## config.mk

```make
export PLATFORM = sky130hd
export DESIGN_NAME = pp_block_xfer
export DESIGN_NICKNAME = d
export VERILOG_FILES = /design/src/rtl/pp_xfer_pkg.sv /design/src/rtl/pp_script.sv /design/src/rtl/pp_merge.sv /design/src/rtl/pp_pacer.sv /design/src/rtl/pp_block_xfer.sv
export SDC_FILE = /design/constraint.sdc
export NUM_CORES = 1
export LEC_CHECK = 0
export BUFFER_PORTS_ARGS = -buffer_cell sky130_fd_sc_hd__buf_2
export CAP_MARGIN = 40
export CORE_UTILIZATION = 25
export CTS_CLUSTER_DIAMETER = 80
export CTS_CLUSTER_SIZE = 20
export DETAILED_ROUTE_END_ITERATION = 10
export GPL_ROUTABILITY_DRIVEN = 0
export PLACE_DENSITY = 0.47
export SYNTH_ARGS = -nofsm -noshare
export SYNTH_HDL_FRONTEND = slang
export SYNTH_HIERARCHICAL = 1
export SYNTH_SLANG_ARGS = --single-unit
```

## constraint.sdc

```tcl
create_clock -name clk -period 4.8 [get_ports clk]
set_input_delay 0.72 -clock clk [delete_from_list [all_inputs] [get_ports clk]]
set_output_delay 0.72 -clock clk [all_outputs]
set_load 0.005 [all_outputs]
```

## src/rtl/pp_xfer_pkg.sv

```systemverilog
// Shared definitions for the parallel-port block transfer engine.
// Assumes 8-bit port registers and at most eight script steps per sequence.
package pp_xfer_pkg;

    localparam logic [1:0] PM_NIB  = 2'd0;
    localparam logic [1:0] PM_53   = 2'd1;
    localparam logic [1:0] PM_BYTE = 2'd2;

    localparam logic [7:0] CTL_IDLE = 8'h04;

    // One scripted port action: which register, which value, end of script.
    typedef struct packed {
        logic       to_ctl;
        logic [7:0] val;
        logic       last;
    } pp_step_t;

    typedef enum logic [3:0] {
        S_IDLE, S_PRO, S_STB, S_SAMPA, S_SAMPB, S_OUT,
        S_FETCH, S_WSTB, S_EPI, S_DONE
    } pp_state_t;

endpackage

```

## src/rtl/pp_script.sv

```systemverilog
// Fixed prologue/epilogue step tables, indexed by mode, direction and step.
// Assumes the mode is already normalised to 0..2; pure combinational lookup.
module pp_script
    import pp_xfer_pkg::*;
(
    input  logic [1:0] mode,
    input  logic       is_write,
    input  logic       epi,
    input  logic [2:0] idx,
    output pp_step_t   step
);

    function automatic pp_step_t mk(input logic c, input logic [7:0] v, input logic l);
        pp_step_t s;
        s.to_ctl = c;
        s.val    = v;
        s.last   = l;
        return s;
    endfunction

    // Select the scripted step for the current sequence position.
    always_comb begin
        step = mk(1'b1, CTL_IDLE, 1'b1);
        if (is_write && !epi) begin
            case (idx)
                3'd0:    step = mk(1'b0, 8'hA1, 1'b0);
                3'd1:    step = mk(1'b1, 8'h01, 1'b0);
                3'd2:    step = mk(1'b1, 8'h03, 1'b0);
                3'd3:    step = mk(1'b1, 8'h01, 1'b0);
                default: step = mk(1'b1, 8'h05, 1'b1);
            endcase
        end else if (is_write && epi) begin
            step = (idx == 3'd0) ? mk(1'b1, 8'h07, 1'b0) : mk(1'b1, CTL_IDLE, 1'b1);
        end else if (epi) begin
            if (mode == PM_BYTE)
                step = (idx == 3'd0) ? mk(1'b1, 8'h06, 1'b0) : mk(1'b1, CTL_IDLE, 1'b1);
            else
                step = (idx == 3'd0) ? mk(1'b0, 8'h00, 1'b0) : mk(1'b1, CTL_IDLE, 1'b1);
        end else begin
            case (mode)
                PM_NIB: begin
                    case (idx)
                        3'd0:    step = mk(1'b0, 8'h81, 1'b0);
                        3'd1:    step = mk(1'b1, 8'h01, 1'b0);
                        3'd2:    step = mk(1'b1, 8'h03, 1'b0);
                        default: step = mk(1'b0, 8'hC1, 1'b1);
                    endcase
                end
                PM_53: begin
                    case (idx)
                        3'd0:    step = mk(1'b0, 8'h91, 1'b0);
                        3'd1:    step = mk(1'b1, 8'h01, 1'b0);
                        3'd2:    step = mk(1'b0, 8'h10, 1'b0);
                        3'd3:    step = mk(1'b1, 8'h03, 1'b0);
                        3'd4:    step = mk(1'b0, 8'h51, 1'b0);
                        3'd5:    step = mk(1'b1, 8'h05, 1'b0);
                        default: step = mk(1'b0, 8'hD1, 1'b1);
                    endcase
                end
                default: begin
                    case (idx)
                        3'd0:    step = mk(1'b0, 8'h89, 1'b0);
                        3'd1:    step = mk(1'b1, 8'h01, 1'b0);
                        3'd2:    step = mk(1'b1, 8'h23, 1'b0);
                        default: step = mk(1'b1, 8'h21, 1'b1);
                    endcase
                end
            endcase
        end
    end

endmodule

```

## src/rtl/pp_merge.sv

```systemverilog
// Rebuilds a read byte from the port lines sampled in the current mode.
// Assumes first_stat holds the status captured under the first nibble strobe.
module pp_merge
    import pp_xfer_pkg::*;
(
    input  logic [1:0] mode,
    input  logic [7:0] first_stat,
    input  logic [7:0] stat,
    input  logic [7:0] ctl_rb,
    input  logic [7:0] data_rb,
    output logic [7:0] byte_o
);

    // Choose the bit-field merge that matches the port mode.
    always_comb begin
        case (mode)
            PM_NIB:  byte_o = {stat[7:4], first_stat[7:4]};
            PM_53:   byte_o = {ctl_rb[3:1], stat[7:3]};
            default: byte_o = data_rb;
        endcase
    end

endmodule

```

## src/rtl/pp_pacer.sv

```systemverilog
// Hold timer: after each port write, reports unsettled for HOLD cycles.
// Assumes kick is only raised while settled is high.
module pp_pacer #(
    parameter int HOLD = 2
) (
    input  logic clk,
    input  logic rst_n,
    input  logic kick,
    output logic settled
);

    localparam int CW = (HOLD < 1) ? 1 : $clog2(HOLD + 1);

    logic [CW-1:0] cnt_q;

    // Load the hold count on a port write, then count down to zero.
    always_ff @(posedge clk) begin
        if (!rst_n)
            cnt_q <= '0;
        else if (kick)
            cnt_q <= CW'(HOLD);
        else if (cnt_q != '0)
            cnt_q <= cnt_q - 1'b1;
    end

    assign settled = (cnt_q == '0);

endmodule

```

## src/rtl/pp_block_xfer.sv

```systemverilog
// Block transfer engine for a bridge chip behind a non-EPP parallel port.
// Runs a scripted prologue, one byte per strobe with alternating phase,
// then a scripted epilogue. Assumes the port inputs are valid HOLD cycles
// after each control write. Writes skip data-port updates for repeated bytes.
module pp_block_xfer
    import pp_xfer_pkg::*;
#(
    parameter int HOLD  = 2,
    parameter int CNT_W = 12
) (
    input  logic             clk,
    input  logic             rst_n,
    input  logic             start_i,
    input  logic             dir_wr_i,
    input  logic [1:0]       mode_i,
    input  logic [CNT_W-1:0] count_i,
    output logic [7:0]       rd_data_o,
    output logic             rd_valid_o,
    input  logic             rd_ready_i,
    input  logic [7:0]       wr_data_i,
    input  logic             wr_valid_i,
    output logic             wr_ready_o,
    output logic [7:0]       pp_data_o,
    output logic             pp_data_we_o,
    output logic [7:0]       pp_ctl_o,
    output logic             pp_ctl_we_o,
    input  logic [7:0]       pp_data_i,
    input  logic [7:0]       pp_stat_i,
    input  logic [7:0]       pp_ctl_i,
    output logic             done_o
);

    localparam logic [CNT_W-1:0] ONE = CNT_W'(1);

    pp_state_t        st_q, st_n;
    logic [1:0]       mode_q, mode_n;
    logic             wr_q, wr_n;
    logic [CNT_W-1:0] rem_q, rem_n;
    logic             ph_q, ph_n;
    logic [2:0]       idx_q, idx_n;
    logic [7:0]       first_q, first_n;
    logic [7:0]       rdd_q, rdd_n;
    logic [7:0]       last_q, last_n;
    logic             lok_q, lok_n;
    logic [7:0]       pd_q, pc_q;
    logic             pdwe_q, pcwe_q;
    logic             do_d, do_c;
    logic [7:0]       wval;
    logic             settled;
    logic             eng_busy;
    logic [7:0]       merged;
    pp_step_t         step;

    pp_script u_script (
        .mode     (mode_q),
        .is_write (wr_q),
        .epi      (st_q == S_EPI),
        .idx      (idx_q),
        .step     (step)
    );

    pp_merge u_merge (
        .mode       (mode_q),
        .first_stat (first_q),
        .stat       (pp_stat_i),
        .ctl_rb     (pp_ctl_i),
        .data_rb    (pp_data_i),
        .byte_o     (merged)
    );

    pp_pacer #(.HOLD(HOLD)) u_pacer (
        .clk     (clk),
        .rst_n   (rst_n),
        .kick    (do_d | do_c),
        .settled (settled)
    );

    // Next-state, port action and stream handshake decode.
    always_comb begin
        st_n       = st_q;
        mode_n     = mode_q;
        wr_n       = wr_q;
        rem_n      = rem_q;
        ph_n       = ph_q;
        idx_n      = idx_q;
        first_n    = first_q;
        rdd_n      = rdd_q;
        last_n     = last_q;
        lok_n      = lok_q;
        do_d       = 1'b0;
        do_c       = 1'b0;
        wval       = 8'h00;
        rd_valid_o = 1'b0;
        wr_ready_o = 1'b0;
        done_o     = 1'b0;
        case (st_q)
            S_IDLE: begin
                if (start_i) begin
                    mode_n = (mode_i == 2'd3) ? PM_BYTE : mode_i;
                    wr_n   = dir_wr_i;
                    rem_n  = count_i;
                    idx_n  = 3'd0;
                    st_n   = (count_i == '0) ? S_DONE : S_PRO;
                end
            end
            S_PRO: begin
                if (settled) begin
                    do_c = step.to_ctl;
                    do_d = !step.to_ctl;
                    wval = step.val;
                    if (step.last) begin
                        idx_n = 3'd0;
                        ph_n  = !wr_q;
                        lok_n = 1'b0;
                        st_n  = wr_q ? S_FETCH : S_STB;
                    end else begin
                        idx_n = idx_q + 3'd1;
                    end
                end
            end
            S_STB: begin
                if (settled) begin
                    do_c = 1'b1;
                    case (mode_q)
                        PM_NIB:  wval = {7'b0000001, ph_q};
                        PM_53:   wval = {7'b0000010, ph_q};
                        default: wval = {7'b0010010, ph_q};
                    endcase
                    st_n = (mode_q == PM_NIB) ? S_SAMPA : S_SAMPB;
                end
            end
            S_SAMPA: begin
                if (settled) begin
                    first_n = pp_stat_i;
                    do_c    = 1'b1;
                    wval    = {7'b0000010, ph_q};
                    st_n    = S_SAMPB;
                end
            end
            S_SAMPB: begin
                if (settled) begin
                    rdd_n = merged;
                    st_n  = S_OUT;
                end
            end
            S_OUT: begin
                rd_valid_o = 1'b1;
                if (rd_ready_i) begin
                    ph_n  = !ph_q;
                    rem_n = rem_q - ONE;
                    idx_n = 3'd0;
                    st_n  = (rem_q == ONE) ? S_EPI : S_STB;
                end
            end
            S_FETCH: begin
                wr_ready_o = settled;
                if (settled && wr_valid_i) begin
                    if (!lok_q || (wr_data_i != last_q)) begin
                        do_d   = 1'b1;
                        wval   = wr_data_i;
                        last_n = wr_data_i;
                        lok_n  = 1'b1;
                    end
                    st_n = S_WSTB;
                end
            end
            S_WSTB: begin
                if (settled) begin
                    do_c  = 1'b1;
                    wval  = {7'b0000010, ph_q};
                    ph_n  = !ph_q;
                    rem_n = rem_q - ONE;
                    idx_n = 3'd0;
                    st_n  = (rem_q == ONE) ? S_EPI : S_FETCH;
                end
            end
            S_EPI: begin
                if (settled) begin
                    do_c = step.to_ctl;
                    do_d = !step.to_ctl;
                    wval = step.val;
                    if (step.last)
                        st_n = S_DONE;
                    else
                        idx_n = idx_q + 3'd1;
                end
            end
            S_DONE: begin
                if (settled) begin
                    done_o = 1'b1;
                    st_n   = S_IDLE;
                end
            end
            default: st_n = S_IDLE;
        endcase
    end

    // Sequencer and transfer context registers.
    always_ff @(posedge clk) begin
        if (!rst_n) begin
            st_q    <= S_IDLE;
            mode_q  <= PM_NIB;
            wr_q    <= 1'b0;
            rem_q   <= '0;
            ph_q    <= 1'b0;
            idx_q   <= 3'd0;
            first_q <= 8'h00;
            rdd_q   <= 8'h00;
            last_q  <= 8'h00;
            lok_q   <= 1'b0;
        end else begin
            st_q    <= st_n;
            mode_q  <= mode_n;
            wr_q    <= wr_n;
            rem_q   <= rem_n;
            ph_q    <= ph_n;
            idx_q   <= idx_n;
            first_q <= first_n;
            rdd_q   <= rdd_n;
            last_q  <= last_n;
            lok_q   <= lok_n;
        end
    end

    // Port output registers and their one-cycle write strobes.
    always_ff @(posedge clk) begin
        if (!rst_n) begin
            pd_q   <= 8'h00;
            pc_q   <= CTL_IDLE;
            pdwe_q <= 1'b0;
            pcwe_q <= 1'b0;
        end else begin
            if (do_d) pd_q <= wval;
            if (do_c) pc_q <= wval;
            pdwe_q <= do_d;
            pcwe_q <= do_c;
        end
    end

    assign eng_busy     = (st_q != S_IDLE);
    assign rd_data_o    = rdd_q;
    assign pp_data_o    = pd_q;
    assign pp_data_we_o = pdwe_q;
    assign pp_ctl_o     = pc_q;
    assign pp_ctl_we_o  = pcwe_q;

endmodule

```

==> impl_metrics.ini <==
[finish]
n_antenna_cell = 0
final_common_cell = buf_2
syn_to_final_growth_pct = 19.84
fin_nets = 621
drive_gt1_share_pct = 19.09
final_cell_mix = buf_2, dfxtp_1, nand2_1
nFillCells = 1769
fin_cells = 787

[global_routing]
grt_pass1_wl_mm = 18.62
gr-total-overflow = 0
grt_antenna_before_repair = 0
grt_usage_pct = 14.34
grt_max_degree = 34
grt_pass1_vias = 3619

[flow_run]
drv_cap = 0

[setup_path]
critPathLaunchType = flop
r2r_cells = 11
crit_chain = nor2_1 -> nand2_1 -> nor2_1 -> a21oi_1 -> o21ai_0 -> a21boi_0 -> o21ai_0 -> a2bb2oi_1 -> and4b_1 -> o211ai_1 -> o211a_1
slowest_delay_ns = 0.57
slowest_stage = a21boi_0
cp_top_family = compound AO/OA/AOI/OAI gates
end_kind = flop
path_max_fanout = 7
worst-path-stages = 11
critPathBufInv = 0
critPathArrivalTime_ns = 3.43
worstPathRequired_ns = 5.03
crit_type = reg2reg

[cts]
cts_buffers = 9
clk_path_buf_depth = 2
hold_buffers = 0
cts_max_level = 3
cts_setup_buffers = 0
cts_tree = built
cts_sinks = 64
clk-insertion-delay-late_ns = 0.35
path_clk_slew_ns = 0.06
cts_root_buf = clkbuf_16
cts_resized = 0

[detailed_routing]
wirelength_mm = 11.68
first_pass_iters = 4
post_drt_via_cell_ratio = 4.983
drc_errors = 0
vias = 3922
drt_iter0_drc = 272
wire_per_inst_microns = 14.83
route.antenna.remaining_nets = 0

[placed_design]
port_buffers = 72
dp_worst_setup_slack_ns = 1.616
dp_cells = 771
dp_hpwl_mm = 8.372

[timing]
grt_setup_unrepaired = no
timing.fmax_mhz = 312.3
slew-limit-headroom_pct = 46.83
clock_skew_ns = 0.007700
final_hold_viol_count = 0
min_period_over_period_pct = 66.71
worstMarginPinSlew_ns = 0.7976
worst_slack_ns = 1.598
final.setup.tns_ns = 0
post-route-min-period_ns = 3.202
slew_viol_final = 0
setup_viol = 0

[floorplan]
dieArea_sq_um = 16860
start_util_pct = 25.63
ios = 81
die_w_microns = 129.9
core_sq_um = 15940
die_y_microns = 129.9
rows = 46

[hold_path]
holdCritPathClass = reg2reg
whs_path_depth = 2

[pwr]
pwr_density_cell_nw_per_um2 = 506.4
vdd_drop_max_mv = 0.2209
p_leak_uw = 0.001877

[synthesis]
syn_area_sq_um = 4086
syn_inst = 518
syn_avg_cell_area_sq_um = 7.889
synth_fp_nets = 573
yosys_warnings = 6

[run_status]
status = complete, no violations
[worst register-to-register path, delay by kind of cell, from the launching register on]
family / cells / cell delay, ns
flops: 1 / 0.31
simple gates: 4 / 1.29
compound gates: 7 / 1.51
[layer usage]
layer  vias up  global-route usage [%]  part of all wire (%)
li1       1969                       -                     -
met1      1851                   19.00                    48
met2        90                   22.30                    45
met3        12                   3.444                   5.2
met4         0                   5.814                   1.6
met5         -                       0                     0
[metrics by stage]
stage               power [uW]  util, %  hold slack (ns)  instance area (sq um)
floorplan                 1551        -           0.4423                   4086
global placement          1769    28.21           0.4562                   4498
detailed placement        1804    28.79           0.4578                   4589
CTS                       2503    30.72           0.4661                   4897
global route              2666    30.72           0.4883                   4897
finish                    2480    30.72           0.4621                   4897
[sequential cells by signal (all words and copies together), names as in the netlist, 3 cells and up]
register and flops:
last_q 8, first_q 4, rd_data_o 8, idx_q 3
rem_q 12, pp_data_o 8, pp_ctl_o 8, st_q 4
[report_power, final]
part	total, uW	internal [uW]	switching [uW]
clock network	685	428	256
registers	776	657	119
logic	1020	403	617
total	2480	1490	992
[path summary, 6_finish.rpt]
path                    start     endpoint  slack, ns
setup / recovery      st_q[1]      st_q[0]       1.60
hold reg to reg   pp_ctl_o[4]  pp_ctl_o[4]       0.46
hold / removal    pp_ctl_o[4]  pp_ctl_o[4]       0.46
setup reg to reg      st_q[1]      st_q[0]       1.60
[area by class of cell]
cell class / instances / area, sq um / area share, %
clock inverter: 5 / 55.05 / 1.124
tap: 216 / 270.3 / 5.519
clock buffer: 11 / 252.7 / 5.161
sequential: 64 / 1281 / 26.16
multi-input combinational: 398 / 2515 / 51.35
timing repair buffer: 84 / 489.2 / 9.990
inverter: 9 / 33.78 / 0.6898
Power figures use the tool's default switching activity.
